==> src/rtl/msm_pkg.sv <==
package msm_pkg;
  localparam int PRE_LEN   = 32;
  localparam int ADDR_W    = 5;
  localparam int DATA_W    = 16;
  localparam int FRAME_LEN = PRE_LEN + 2 + 2 + 2*ADDR_W + 2 + DATA_W + 1;
  localparam int IDX_W     = $clog2(FRAME_LEN + 1);
  localparam int DRV_RD    = PRE_LEN + 4 + 2*ADDR_W;   // driven periods of a read
  localparam int ACK_IDX   = DRV_RD + 1;
  localparam int DAT_FIRST = ACK_IDX + 1;
  localparam int DAT_LAST  = DAT_FIRST + DATA_W - 1;
  localparam int LAST_IDX  = FRAME_LEN - 1;

  typedef struct packed {
    logic [FRAME_LEN-1:0] bits;
    logic [FRAME_LEN-1:0] oe;
  } frame_t;

  // Whole frame, first period in the MSB.
  function automatic frame_t build_frame(input logic wr,
                                         input logic [ADDR_W-1:0] pa,
                                         input logic [ADDR_W-1:0] ra,
                                         input logic [DATA_W-1:0] wd);
    frame_t f;
    f.bits = {{PRE_LEN{1'b1}}, 2'b01, (wr ? 2'b01 : 2'b10), pa, ra,
              (wr ? 2'b10 : 2'b00), (wr ? wd : {DATA_W{1'b0}}), 1'b0};
    if (wr) f.oe = {FRAME_LEN{1'b1}};
    else    f.oe = {{DRV_RD{1'b1}}, {(FRAME_LEN-DRV_RD){1'b0}}};
    return f;
  endfunction
endpackage

==> src/rtl/msm_clkgen.sv <==
module msm_clkgen #(
  parameter int DIV_W = 8
) (
  input  logic             clk,
  input  logic             rst_n,
  input  logic             run,
  input  logic [DIV_W-1:0] div,
  output logic             mdc,
  output logic             rise_stb,
  output logic             fall_stb
);
  logic [DIV_W-1:0] cnt_q, cnt_d;
  logic             mdc_q, mdc_d;
  logic             term;

  assign term = run && (cnt_q == div);

  always_comb begin
    cnt_d = cnt_q;
    mdc_d = mdc_q;
    if (!run) begin
      cnt_d = '0;
      mdc_d = 1'b0;
    end else if (term) begin
      cnt_d = '0;
      mdc_d = ~mdc_q;
    end else begin
      cnt_d = cnt_q + 1'b1;
    end
  end

  always_ff @(posedge clk or negedge rst_n) begin
    if (!rst_n) begin
      cnt_q <= '0;
      mdc_q <= 1'b0;
    end else begin
      cnt_q <= cnt_d;
      mdc_q <= mdc_d;
    end
  end

  assign mdc      = mdc_q;
  assign rise_stb = term & ~mdc_q;
  assign fall_stb = term &  mdc_q;
endmodule

==> src/rtl/msm_seq.sv <==
module msm_seq
  import msm_pkg::*;
(
  input  logic              clk,
  input  logic              rst_n,
  input  logic              req_valid,
  input  logic              req_write,
  input  logic [ADDR_W-1:0] req_phy,
  input  logic [ADDR_W-1:0] req_reg,
  input  logic [DATA_W-1:0] req_wdata,
  input  logic              rise_stb,
  input  logic              fall_stb,
  input  logic              mdio_i,
  output logic              busy,
  output logic              done,
  output logic [DATA_W-1:0] rd_data,
  output logic              ack_err,
  output logic              mdio_o,
  output logic              mdio_oe
);
  logic                 busy_q, busy_d;
  logic                 done_q, done_d;
  logic [IDX_W-1:0]     idx_q, idx_d;
  logic [FRAME_LEN-1:0] out_q, out_d;
  logic [FRAME_LEN-1:0] oe_q, oe_d;
  logic                 wr_q, wr_d;
  logic                 nack_q, nack_d;
  logic [DATA_W-1:0]    shf_q, shf_d;
  logic [DATA_W-1:0]    rd_q, rd_d;
  logic                 err_q, err_d;
  logic                 start;
  frame_t               fr;

  assign start = req_valid & ~busy_q;
  assign fr    = build_frame(req_write, req_phy, req_reg, req_wdata);

  always_comb begin
    busy_d = busy_q;
    done_d = 1'b0;
    idx_d  = idx_q;
    out_d  = out_q;
    oe_d   = oe_q;
    wr_d   = wr_q;
    nack_d = nack_q;
    shf_d  = shf_q;
    rd_d   = rd_q;
    err_d  = err_q;
    if (start) begin
      busy_d = 1'b1;
      idx_d  = '0;
      out_d  = fr.bits;
      oe_d   = fr.oe;
      wr_d   = req_write;
      nack_d = 1'b0;
      shf_d  = '0;
    end else if (busy_q) begin
      if (rise_stb && !wr_q) begin
        if (idx_q == IDX_W'(ACK_IDX))
          nack_d = mdio_i;
        else if (idx_q >= IDX_W'(DAT_FIRST) && idx_q <= IDX_W'(DAT_LAST))
          shf_d = {shf_q[DATA_W-2:0], mdio_i};
      end
      if (fall_stb) begin
        if (idx_q == IDX_W'(LAST_IDX)) begin
          busy_d = 1'b0;
          done_d = 1'b1;
          rd_d   = (wr_q || nack_q) ? '0 : shf_q;
          err_d  = ~wr_q & nack_q;
        end else begin
          idx_d = idx_q + 1'b1;
          out_d = out_q << 1;
          oe_d  = oe_q << 1;
        end
      end
    end
  end

  always_ff @(posedge clk or negedge rst_n) begin
    if (!rst_n) begin
      busy_q <= 1'b0;
      done_q <= 1'b0;
      idx_q  <= '0;
      out_q  <= '0;
      oe_q   <= '0;
      wr_q   <= 1'b0;
      nack_q <= 1'b0;
      shf_q  <= '0;
      rd_q   <= '0;
      err_q  <= 1'b0;
    end else begin
      busy_q <= busy_d;
      done_q <= done_d;
      idx_q  <= idx_d;
      out_q  <= out_d;
      oe_q   <= oe_d;
      wr_q   <= wr_d;
      nack_q <= nack_d;
      shf_q  <= shf_d;
      rd_q   <= rd_d;
      err_q  <= err_d;
    end
  end

  assign busy    = busy_q;
  assign done    = done_q;
  assign rd_data = rd_q;
  assign ack_err = err_q;
  assign mdio_oe = busy_q & oe_q[FRAME_LEN-1];
  assign mdio_o  = busy_q & oe_q[FRAME_LEN-1] & out_q[FRAME_LEN-1];
endmodule

==> src/rtl/mgmt_serial_master.sv <==
module mgmt_serial_master #(
  parameter int DIV_W = 8
) (
  input  logic             clk,
  input  logic             rst_n,
  input  logic [DIV_W-1:0] clk_div,
  input  logic             req_valid,
  input  logic             req_write,
  input  logic [4:0]       req_phy,
  input  logic [4:0]       req_reg,
  input  logic [15:0]      req_wdata,
  output logic             busy,
  output logic             done,
  output logic [15:0]      rd_data,
  output logic             ack_err,
  output logic             mdc,
  output logic             mdio_o,
  output logic             mdio_oe,
  input  logic             mdio_i
);
  logic rise_stb, fall_stb;

  msm_clkgen #(.DIV_W(DIV_W)) u_clk (
    .clk      (clk),
    .rst_n    (rst_n),
    .run      (busy),
    .div      (clk_div),
    .mdc      (mdc),
    .rise_stb (rise_stb),
    .fall_stb (fall_stb)
  );

  msm_seq u_seq (
    .clk       (clk),
    .rst_n     (rst_n),
    .req_valid (req_valid),
    .req_write (req_write),
    .req_phy   (req_phy),
    .req_reg   (req_reg),
    .req_wdata (req_wdata),
    .rise_stb  (rise_stb),
    .fall_stb  (fall_stb),
    .mdio_i    (mdio_i),
    .busy      (busy),
    .done      (done),
    .rd_data   (rd_data),
    .ack_err   (ack_err),
    .mdio_o    (mdio_o),
    .mdio_oe   (mdio_oe)
  );
endmodule

==> config.mk <==
export PLATFORM = sky130hd
export DESIGN_NAME = mgmt_serial_master
export DESIGN_NICKNAME = d
export VERILOG_FILES = /design/src/rtl/msm_pkg.sv /design/src/rtl/msm_clkgen.sv /design/src/rtl/msm_seq.sv /design/src/rtl/mgmt_serial_master.sv
export SDC_FILE = /design/constraint.sdc
export NUM_CORES = 1
export LEC_CHECK = 0
export ABC_AREA = 1
export BUFFER_PORTS_ARGS = -buffer_cell sky130_fd_sc_hd__buf_2
export CORE_MARGIN = 3
export CORE_UTILIZATION = 30
export CTS_CLUSTER_SIZE = 14
export DETAILED_ROUTE_END_ITERATION = 8
export PLACE_DENSITY = 0.53
export SLEW_MARGIN = 10
export SYNTH_ARGS = -nofsm -noshare
export SYNTH_HDL_FRONTEND = slang
export SYNTH_HIERARCHICAL = 1
export SYNTH_SLANG_ARGS = --single-unit
==> constraint.sdc <==
create_clock -name clk -period 2.6 [get_ports clk]
set_input_delay 0.13 -clock clk [delete_from_list [all_inputs] [get_ports clk]]
set_output_delay 0.13 -clock clk [all_outputs]
set_load 0.03 [all_outputs]
# Yosys cells after proc, flatten, opt, wreduce, memory -nomap -nowiden
# Index checks and enable logic that the tools add are counted.
# Widths: inputs -> output; s select.
# classes
n_addsub	2
magnitude_cmp	2
n_eq_ne	6
muxes	38
bitwise	10
n_reduce_logical	14
# op_table
cell	count
$mux 65	8
$mux 16	7
$mux 7	4
$mux 19	1
$mux 8	2
$mux 1	14
$reduce_bool 2->1	5
$add 8x1->8 const B	1
$eq 8x8->1	1
$reduce_and 4->1	2
$add 7x1->7 const B	1
$eq 7x6->1 const B	1
$eq 7x7->1 const B	1
$ge 7x6->1 const B	1
$le 7x6->1 const B	1
$and 1x1->1	6
$reduce_and 3->1	2
$mux 2	2
$ne 2x1->1 const B	2
$not 1->1	4
$logic_and 1x1->1	3
$ne 2x2->1 const B	1
$logic_not 1->1	1
$logic_or 1x1->1	1
# totals
reg_bits	183

# Longest topological paths before layout
# Gate-level depths: netlist (run 1).
# logic_depth
ltp_word	7
depth_mapped	17
ltp_nobuf	15

# Cells and area by module
# Netlist (run 1), hierarchy kept.
# by_module_without_submodules
mod	instances	cells_each	area_each_um2	seq_area_each_um2
msm_seq	1	844	7191.9	4329.2
msm_clkgen	1	104	645.6	225.2

# Worst setup path before layout (run 1)
# No wires, ideal clock.
# synth_timing
path_kind	register to register
from	reg u_clk.cnt_q[5]
to	reg u_seq.oe_q[10]
setup_time_ns	0.121
arrival_time_ns	1.772
t_required_ns	2.479
path_slack_ns	0.707
stages_incl_launch_ff	18
n_path_buf	2
path_cell_list	dfrtp_1 inv_2 nand2_1 nand2_1 nor2_1 nand2_1 nor2_2 nand2_1 nor2_1 nand2_2 inv_2 nand2_4 nand2_4 inv_2 buf_4 buf_6 nand2_1 nand2_1
# synth_via
elab_chain_cells	5
# synth_lines
element	line	source
start, declared	msm_clkgen.sv:12	logic [DIV_W-1:0] cnt_q, cnt_d;
start signal, assigned	msm_clkgen.sv:37	cnt_q <= cnt_d;
$eq 8x8->1	msm_clkgen.sv:16	assign term = run && (cnt_q == div);
$logic_and 1x1->1	msm_clkgen.sv:16	
$and 1x1->1	msm_clkgen.sv:44	assign fall_stb = term & mdc_q;
net fall_stb	mgmt_serial_master.sv:21	logic rise_stb, fall_stb;
$reduce_bool 2->1 (no line)	-	
$reduce_and 3->1 (no line)	-	
end signal, assigned	msm_seq.sv:84	oe_q <= '0;
end signal, assigned	msm_seq.sv:95	oe_q <= oe_d;
end, declared	msm_seq.sv:25	logic [FRAME_LEN-1:0] oe_q, oe_d;
# The timed path passes the listed nets, and every way through them passes these cells.
# A chain may end at the register's enable or synchronous reset.

# Final worst setup path (run 1)
# layout_timing
from	reg u_clk.cnt_q[2]
to	reg u_seq.out_q[18]
# layout_via
elab_chain_cells	5
# layout_lines
element	line	source
$eq 8x8->1	msm_clkgen.sv:16	
$logic_and 1x1->1	msm_clkgen.sv:16	
$and 1x1->1	msm_clkgen.sv:44	
net fall_stb	mgmt_serial_master.sv:21	
$reduce_bool 2->1 (no line)	-	
$reduce_and 3->1 (no line)	-	
end signal, assigned	msm_seq.sv:94	out_q <= out_d;
end, declared	msm_seq.sv:24	logic [FRAME_LEN-1:0] out_q, out_d;
# The timed path passes the listed nets, and every way through them passes these cells.

==> results of run 1 <==
==> cells in the mapped netlist <==
cell / number / share of area [%]
a21oi_1: 29 / 1.9
buf_1: 2 / 0.096
buf_2: 14 / 0.89
buf_4: 6 / 0.57
buf_6: 4 / 0.57
clkbuf_1: 15 / 0.72
clkbuf_2: 1 / 0.064
dfrtp_1: 182 / 58
ha_1: 3 / 0.48
inv_1: 67 / 3.2
inv_2: 6 / 0.29
nand2_1: 212 / 10
nand2_2: 4 / 0.32
nand2_4: 4 / 0.57
nand3_1: 42 / 2.7
nand3_2: 1 / 0.13
nand3b_1: 1 / 0.096
nand4_1: 11 / 0.88
nor2_1: 268 / 13
nor2_2: 3 / 0.24
nor3_1: 3 / 0.19
nor3_4: 1 / 0.21
o21ai_0: 49 / 3.1
o21ai_1: 11 / 0.70
xnor2_1: 3 / 0.34
xor2_1: 6 / 0.67
==> placed cells by master, fill, tap and decap left out <==
cell type and n:
xnor2_1 3, o21ai_1 11, nand3_1 42, bufinv_16 2
buf_12 4, clkinv_8 1, nand4_1 11, clkbuf_8 2
clkinv_4 2, inv_2 6, ha_1 3, dfrtp_1 182
nand2_4 4, inv_1 67, buf_2 59, buf_4 13
clkinv_2 1, clkbuf_16 17, buf_6 1, xor2_1 6
dlygate4sd3_1 6, clkinvlp_4 2, nand3b_1 1, nor3_1 3
nand2_2 4, inv_8 2, inv_6 3, a21oi_1 29
nand3_2 1, nor2_2 3, o21ai_0 49, nor3_4 1
nor2_1 268, nand2_1 212
==> cells by family after synthesis <==
group	count (synthesis)
AO/OA/AOI/OAI	89
XOR/XNOR	9
adder cells (fa/ha/maj)	3
buffers and inverters	115
flip-flops	182
AND/OR/NAND/NOR	550
==> sequential cells by signal, indices dropped and copies added, names as in the netlist <==
register	count
u_seq/oe_q	65
u_clk/cnt_q	8
u_seq/shf_q	16
u_seq/rd_data	16
u_seq/nack_q	1
u_seq/ack_err	1
u_seq/out_q	64
u_clk/mdc	1
u_seq/done	1
u_seq/busy	1
u_seq/wr_q	1
u_seq/idx_q	7
==> layout make-up <==
cell class                      instances  area (sq um)  share of cell area, %
Inverter                               73           274                   2.98
Tap cell                              330           413                   4.50
Clock buffer                           19           453                   4.93
Multi-Input combinational cell        651          2780                   30.3
Sequential cell                       182          4550                   49.6
Timing Repair Buffer                   83           544                   5.93
Clock inverter                         13           163                   1.77
==> timing repair <==
action,CTS,global route
gates resized for setup,0,0
endpoints found under the hold margin,64,0
hold buffers,6,0
==> how the worst max path moves through the flow <==
| stage | from | endpoint | slack [ns] |
|---|---|---|---|
| after floorplan | u_clk/cnt_q[5]$_DFF_PN0_ | u_seq/oe_q[10]$_DFFE_PN0P_ | 0.71 |
| after global placement | u_clk/cnt_q[2]$_DFF_PN0_ | u_seq/out_q[18]$_DFFE_PN0P_ | 0.61 |
| after detailed placement | u_clk/cnt_q[1]$_DFF_PN0_ | u_seq/out_q[64]$_DFFE_PN0P_ | 0.58 |
| after CTS | u_clk/cnt_q[1]$_DFF_PN0_ | u_seq/out_q[64]$_DFFE_PN0P_ | 0.56 |
| after global routing | u_clk/cnt_q[6]$_DFF_PN0_ | u_seq/oe_q[12]$_DFFE_PN0P_ | 0.30 |
| final | u_clk/cnt_q[2]$_DFF_PN0_ | u_seq/out_q[18]$_DFFE_PN0P_ | 0.59 |
==> metal layers <==
layer,up-vias,GRT usage [%]
met4,0,3.95
met1,2833,15.1
met3,15,2.69
met2,69,18.9
li1,3039,-
met5,-,0
==> critical path, delay by kind of cell (launching register included) <==
kind                   cells  cell delay (ns)
buffers and inverters      3             0.41
flip-flops                 1             0.42
AND/OR/NAND/NOR           12             1.09
==> power by group <==
part	total (mW)	switching [mW]	internal [mW]
clock	2.67	1.17	1.50
combinational	0.748	0.452	0.296
sequential	3.29	0.184	3.11
==> through the flow <==
stage / instance area, sq um / worst slack, ns
2_1_floorplan: 7840 / 0.707
3_3_place_gp: 8510 / 0.614
3_5_place_dp: 8510 / 0.580
4_1_cts: 9180 / 0.556
5_1_grt: 9180 / 0.303
6_report: 9180 / 0.592
==> run_results.csv, run 1 <==
group,metric,value,unit
routing,totalWireLength,15700,um
clock_tree,cts_tree,"yes",
hold_path,whs_endpoint,"u_seq/out_q[9]$_DFFE_PN0P_",
final_layout,area_delta_synth_final,17.1,%
critical_path,required,2.96,ns
grt,grt_pass1_vias,5760,
routing,drc,0,
critical_path,cp_slowest_cell,"dfrtp_1",
sta,whs,0.0204,ns
critical_path,worstPathArrival,2.36,ns
clock_tree,clk_latency,0.43,ns
routing,wl_met1,7610,um
synth,synthCells,948,
routing,vias_per_cell,4.41,
synth,ys_ff_latch,182,
power,power.leakage,4.90,nW
die,rows,58,
final_layout,fillCellCount,2633,
die,fp.coreArea,0.0254,sq mm
clock_tree,clk_pin_slew,0.07,ns
clock_tree,cts_max_level,4,
clock_tree,cts_sinks,182,
hold_path,hold_depth,5,
critical_path,r2r_slack,0.59,ns
critical_path,cp_cell_sequence,"inv_1, nand2_1, nand2_1, nor2_1, nand2_1, nor2_2, nand2_1, nor2_1, nand2_2, inv_2, nand2_4, nand2_4, buf_12, nand2_1, nand2_1",
critical_path,cp-end-kind,"register",
clock_tree,numCtsBuffers,17,
die,die_area,0.0281,sq mm
synth,syn_area,0.00784,sq mm
die,die-height,168,um
final_layout,final_util,36.1,%
synth,syn_avg_cell_area,8.27,sq um
critical_path,path_class,"register to register",
grt,grt_pass1_wl,27200,um
clock_tree,post_cts_buffers,0,
place,dp.cells,1313,
die,top_level_ports,61,
routing,dr_total_vias,5956,
flow_run,drv_cap,0,
synth,synth-xor-area-share,1.01,%
synth,synth.distinct_cells,26,
critical_path,reg2reg_depth,15,
routing,antenna_left,0,
die,initial_core_util,30.9,%
place,dp_hpwl,9870,um
die,dieWidth,168,um
routing,met2_length,7390,um
synth,synth-seq-area-share,58.1,%
power,powerDensity,731,mW/mm^2
status,status,"complete, no violations",
critical_path,cpPeakStageDelay,0.42,ns
hold_path,min-delay-path-class,"primary input to register",
final_layout,n_antenna_cell,0,
sta,tns,0,ns
synth,synth-compound-area-share,5.68,%
final_layout,stdcell_count,1351,
routing,dr.pass1.iters,4,
critical_path,crit_top_cell,"nand2_1",
sta,worst_slew_pin_slew,0.682,ns
sta,hold_viol_final,0,
grt,gr-total-overflow,0,
clock_tree,max-clock-path-buffers,2,
synth,synth_top_family_by_area,"simple AND/OR/NAND/NOR gates",
place,gp_congestion,0.769,
routing,wl_met3,466,um
sta,relSlewSlack,54.5,%
sta,period_minus_slack,2.01,ns
synth,synth_adder_area_share,0.479,%
critical_path,critPathLaunchType,"register",
synth,syn-num-nets,990,
sta,finalMaxSlewViolations,0,
synth,yosys_warnings,6,
routing,wl_per_cell,11.6,um
power,ir_worst_vdd,0.461,mV
critical_path,r2r_end,"u_seq/out_q[18]$_DFFE_PN0P_",
critical_path,crit_fanout,52,
clock_tree,cts_root_buf,"clkbuf_16",
sta,finalSetupViolCount,0,
routing,top_layer_used,"met4",
synth,synthMuxAreaShare,0,%
place,place.port_buffers,60,
synth,synth_simple_gate_area_share,28.3,%
final_layout,finalNetCount,1050,
sta,rsz0062_at_grt,"no",
sta,fmax,498,MHz
routing,drtIter0Drc,504,
sta,finClkSkew,0.0101,ns
grt,grt_antenna_before_repair,0,
grt,grt_max_degree,64,
sta,finalCritPeriodShare,77.2,%
critical_path,timing.rr.start,"u_clk/cnt_q[2]$_DFF_PN0_",
hold_path,worstHoldStart,"req_wdata[8]",
power,totalPowerFinal,6.71,mW
grt,grt.total_usage,11.5,%
final_layout,drive_gt1_share,12.5,%
(Power assumes the default switching activity.)
==> inputs of run 2 (changes only) <==
- clock period: 2.6 -> 2 ns (I/O delays scaled with it)
==> run 2 against run 1 <==
Net effect: global-route usage increased by 0.18 points; clock power increased by 30%; sequential power increased by 29%; critical path depth increased by 1; sequential cell count unchanged; register-to-register slack got worse by 0.52 ns; combinational power increased by 64%; total power increased by 33%; maximum frequency increased by 4.0%; core utilization increased by 3.1 points; critical path type unchanged; critical endpoint is now u_seq/out_q[61]$_DFFE_PN0P_.
==> run_results.csv, run 2 (synthesis gave the netlist of run 1 again) <==
group,metric,value,unit
clock_tree,cts_tree,"yes",
critical_path,cpLargestDelayFamily,"simple AND/OR/NAND/NOR gates",
sta,relSlewSlack,71.7,%
grt,grt.total_usage,11.7,%
final_layout,area_delta_synth_final,27.1,%
clock_tree,cts_max_level,4,
critical_path,timing.rr.start,"u_clk/cnt_q[5]$_DFF_PN0_",
critical_path,cp-end-kind,"register",
place,dp_slack,-0.0532,ns
grt,grt_pass1_wl,27900,um
clock_tree,max-clock-path-buffers,2,
grt,met1_usage,15.4,%
critical_path,crit_fanout,13,
place,dpl_cell_area,0.00866,sq mm
hold_path,hold_depth,5,
final_layout,multi_input_area,0.00293,sq mm
hold_path,min-delay-path-class,"primary input to register",
sta,finClkSkew,0.0127,ns
grt,grt_pass1_vias,5943,
final_layout,largest_reg_flops,65,
grt,busiest_layer,"met2",
clock_tree,numCtsBuffers,17,
final_layout,drive_gt1_share,17.6,%
die,initial_core_util,30.9,%
sta,finalSetupViolCount,0,
final_layout,final_common_cell,"nor2_1",
sta,worst_slew_pin_slew,0.425,ns
clock_tree,clk_pin_slew,0.07,ns
die,rows,58,
grt,grt_use_met3,2.60,%
die,die-height,168,um
clock_tree,clk_latency,0.42,ns
critical_path,critPathLaunchType,"register",
routing,antenna_left,0,
grt,gr-total-overflow,0,
critical_path,cp_num_buf_inv,4,
status,status,"complete, no violations",
final_layout,largest_register,"u_seq/oe_q",
routing,vias_per_cell,4.42,
clock_tree,cts_root_buf,"clkbuf_16",
routing,drtIter0Drc,442,
final_layout,register_area,0.00455,sq mm
hold_path,whs_endpoint,"u_seq/out_q[3]$_DFFE_PN0P_",
critical_path,required,2.35,ns
sta,tns,0,ns
routing,wl_per_cell,12.1,um
critical_path,path_class,"register to register",
die,die_area,0.0281,sq mm
clock_tree,cts_sinks,182,
final_layout,fillCellCount,2626,
sta,hold_viol_final,0,
critical_path,worstPathArrival,2.28,ns
final_layout,n_antenna_cell,0,
grt,grtUsageMet2,19.7,%
die,fp.coreArea,0.0254,sq mm
routing,drc,0,
place,dp.cells,1329,
critical_path,cpPeakStageDelay,0.38,ns
sta,period_minus_slack,1.93,ns
final_layout,stdcell_area,0.00996,sq mm
hold_path,worstHoldStart,"req_wdata[2]",
critical_path,cp_cell_sequence,"inv_2, nand2_1, nand2_1, nor2_1, nand2_1, nor2_2, nand2_1, nor2_1, nand2_2, inv_2, nand2_4, nand2_8, buf_12, clkbuf_16, nor2_1, nor2_1",
routing,totalWireLength,17000,um
grt,grt_max_degree,62,
place,place.port_buffers,60,
sta,rsz0062_at_grt,"yes",
final_layout,finalNetCount,1098,
critical_path,r2r_end,"u_seq/out_q[61]$_DFFE_PN0P_",
final_layout,stdcell_count,1398,
routing,dr_total_vias,6173,
power,power.leakage,5.22,nW
sta,finalCritPeriodShare,96.5,%
flow_run,drv_cap,0,
critical_path,r2r_slack,0.07,ns
sta,fmax,518,MHz
die,dieWidth,168,um
power,ir_worst_vdd,0.464,mV
power,powerDensity,899,mW/mm^2
place,gp_congestion,0.758,
routing,dr.pass1.iters,4,
sta,worst_slack,0.0695,ns
critical_path,cp_slowest_cell,"dfrtp_1",
critical_path,worstSetupStartpoint,"u_clk/cnt_q[5]$_DFF_PN0_",
die,top_level_ports,61,
final_layout,layout_common_cells,"nor2_1 (256), nand2_1 (197), dfrtp_1 (182)",
final_layout,reg_top3,"u_seq/oe_q: 65 flops, u_seq/out_q: 64 flops",
grt,grt_antenna_before_repair,0,
critical_path,cp_num_cells,16,
place,dp_hpwl,10100,um
critical_path,reg2reg_depth,16,
sta,finalMaxSlewViolations,0,
-- run 2: final cells by class --
cell class | count | area share (%)
sequential | 182 | 45.7
multi-input combinational | 653 | 29.4
timing repair buffer | 129 | 11.8
clock buffer | 20 | 4.48
tap | 330 | 4.15
inverter | 73 | 2.83
clock inverter | 11 | 1.61
-- run 2: tightest hold or removal path, stage by stage --
cell and delay, ns:
buf_2 0.08, nand2_1 0.04, o21ai_0 0.06, nand2_1 0.05, o21ai_1 0.07
-- run 2: stage by stage --
step	power, mW	hold slack (ns)	utilization [%]
3_3_place_gp	5.42	0.0494	34.1
5_1_grt	9.43	0.0413	39.2
2_1_floorplan	5.00	-0.196	-
3_5_place_dp	5.45	0.0493	34.1
6_report	8.95	0.0164	39.2
4_1_cts	9.01	0.00136	37.4
-- run 2: power breakdown --
part	switching, mW	internal (mW)	leakage (nW)
logic	0.694	0.537	2.66
registers	0.210	4.04	2.28
clock network	1.44	2.02	0.290
-- run 2: what timing repair did --
item	CTS	global route
buffers inserted	0	4
hold endpoints to repair	97	0
resized for setup	1	73
endpoints found under the setup margin	1	153
hold buffers	23	0
cloned	0	11
pin swaps	0	3
-- run 2: worst max-delay path by stage --
stage	endpoint
after detailed placement	u_seq/out_q[17]$_DFFE_PN0P_
after CTS	u_seq/oe_q[17]$_DFFE_PN0P_
after global placement	u_seq/out_q[17]$_DFFE_PN0P_
after global routing	u_seq/out_q[51]$_DFFE_PN0P_
final	u_seq/out_q[61]$_DFFE_PN0P_
after floorplan	u_seq/oe_q[10]$_DFFE_PN0P_
-- run 2: routing by layer --
layer | routed length (um) | up-vias
met5 | 0 | -
met4 | 131 | 0
met3 | 429 | 8
met2 | 8210 | 64
met1 | 8200 | 2952
li1 | - | 3149
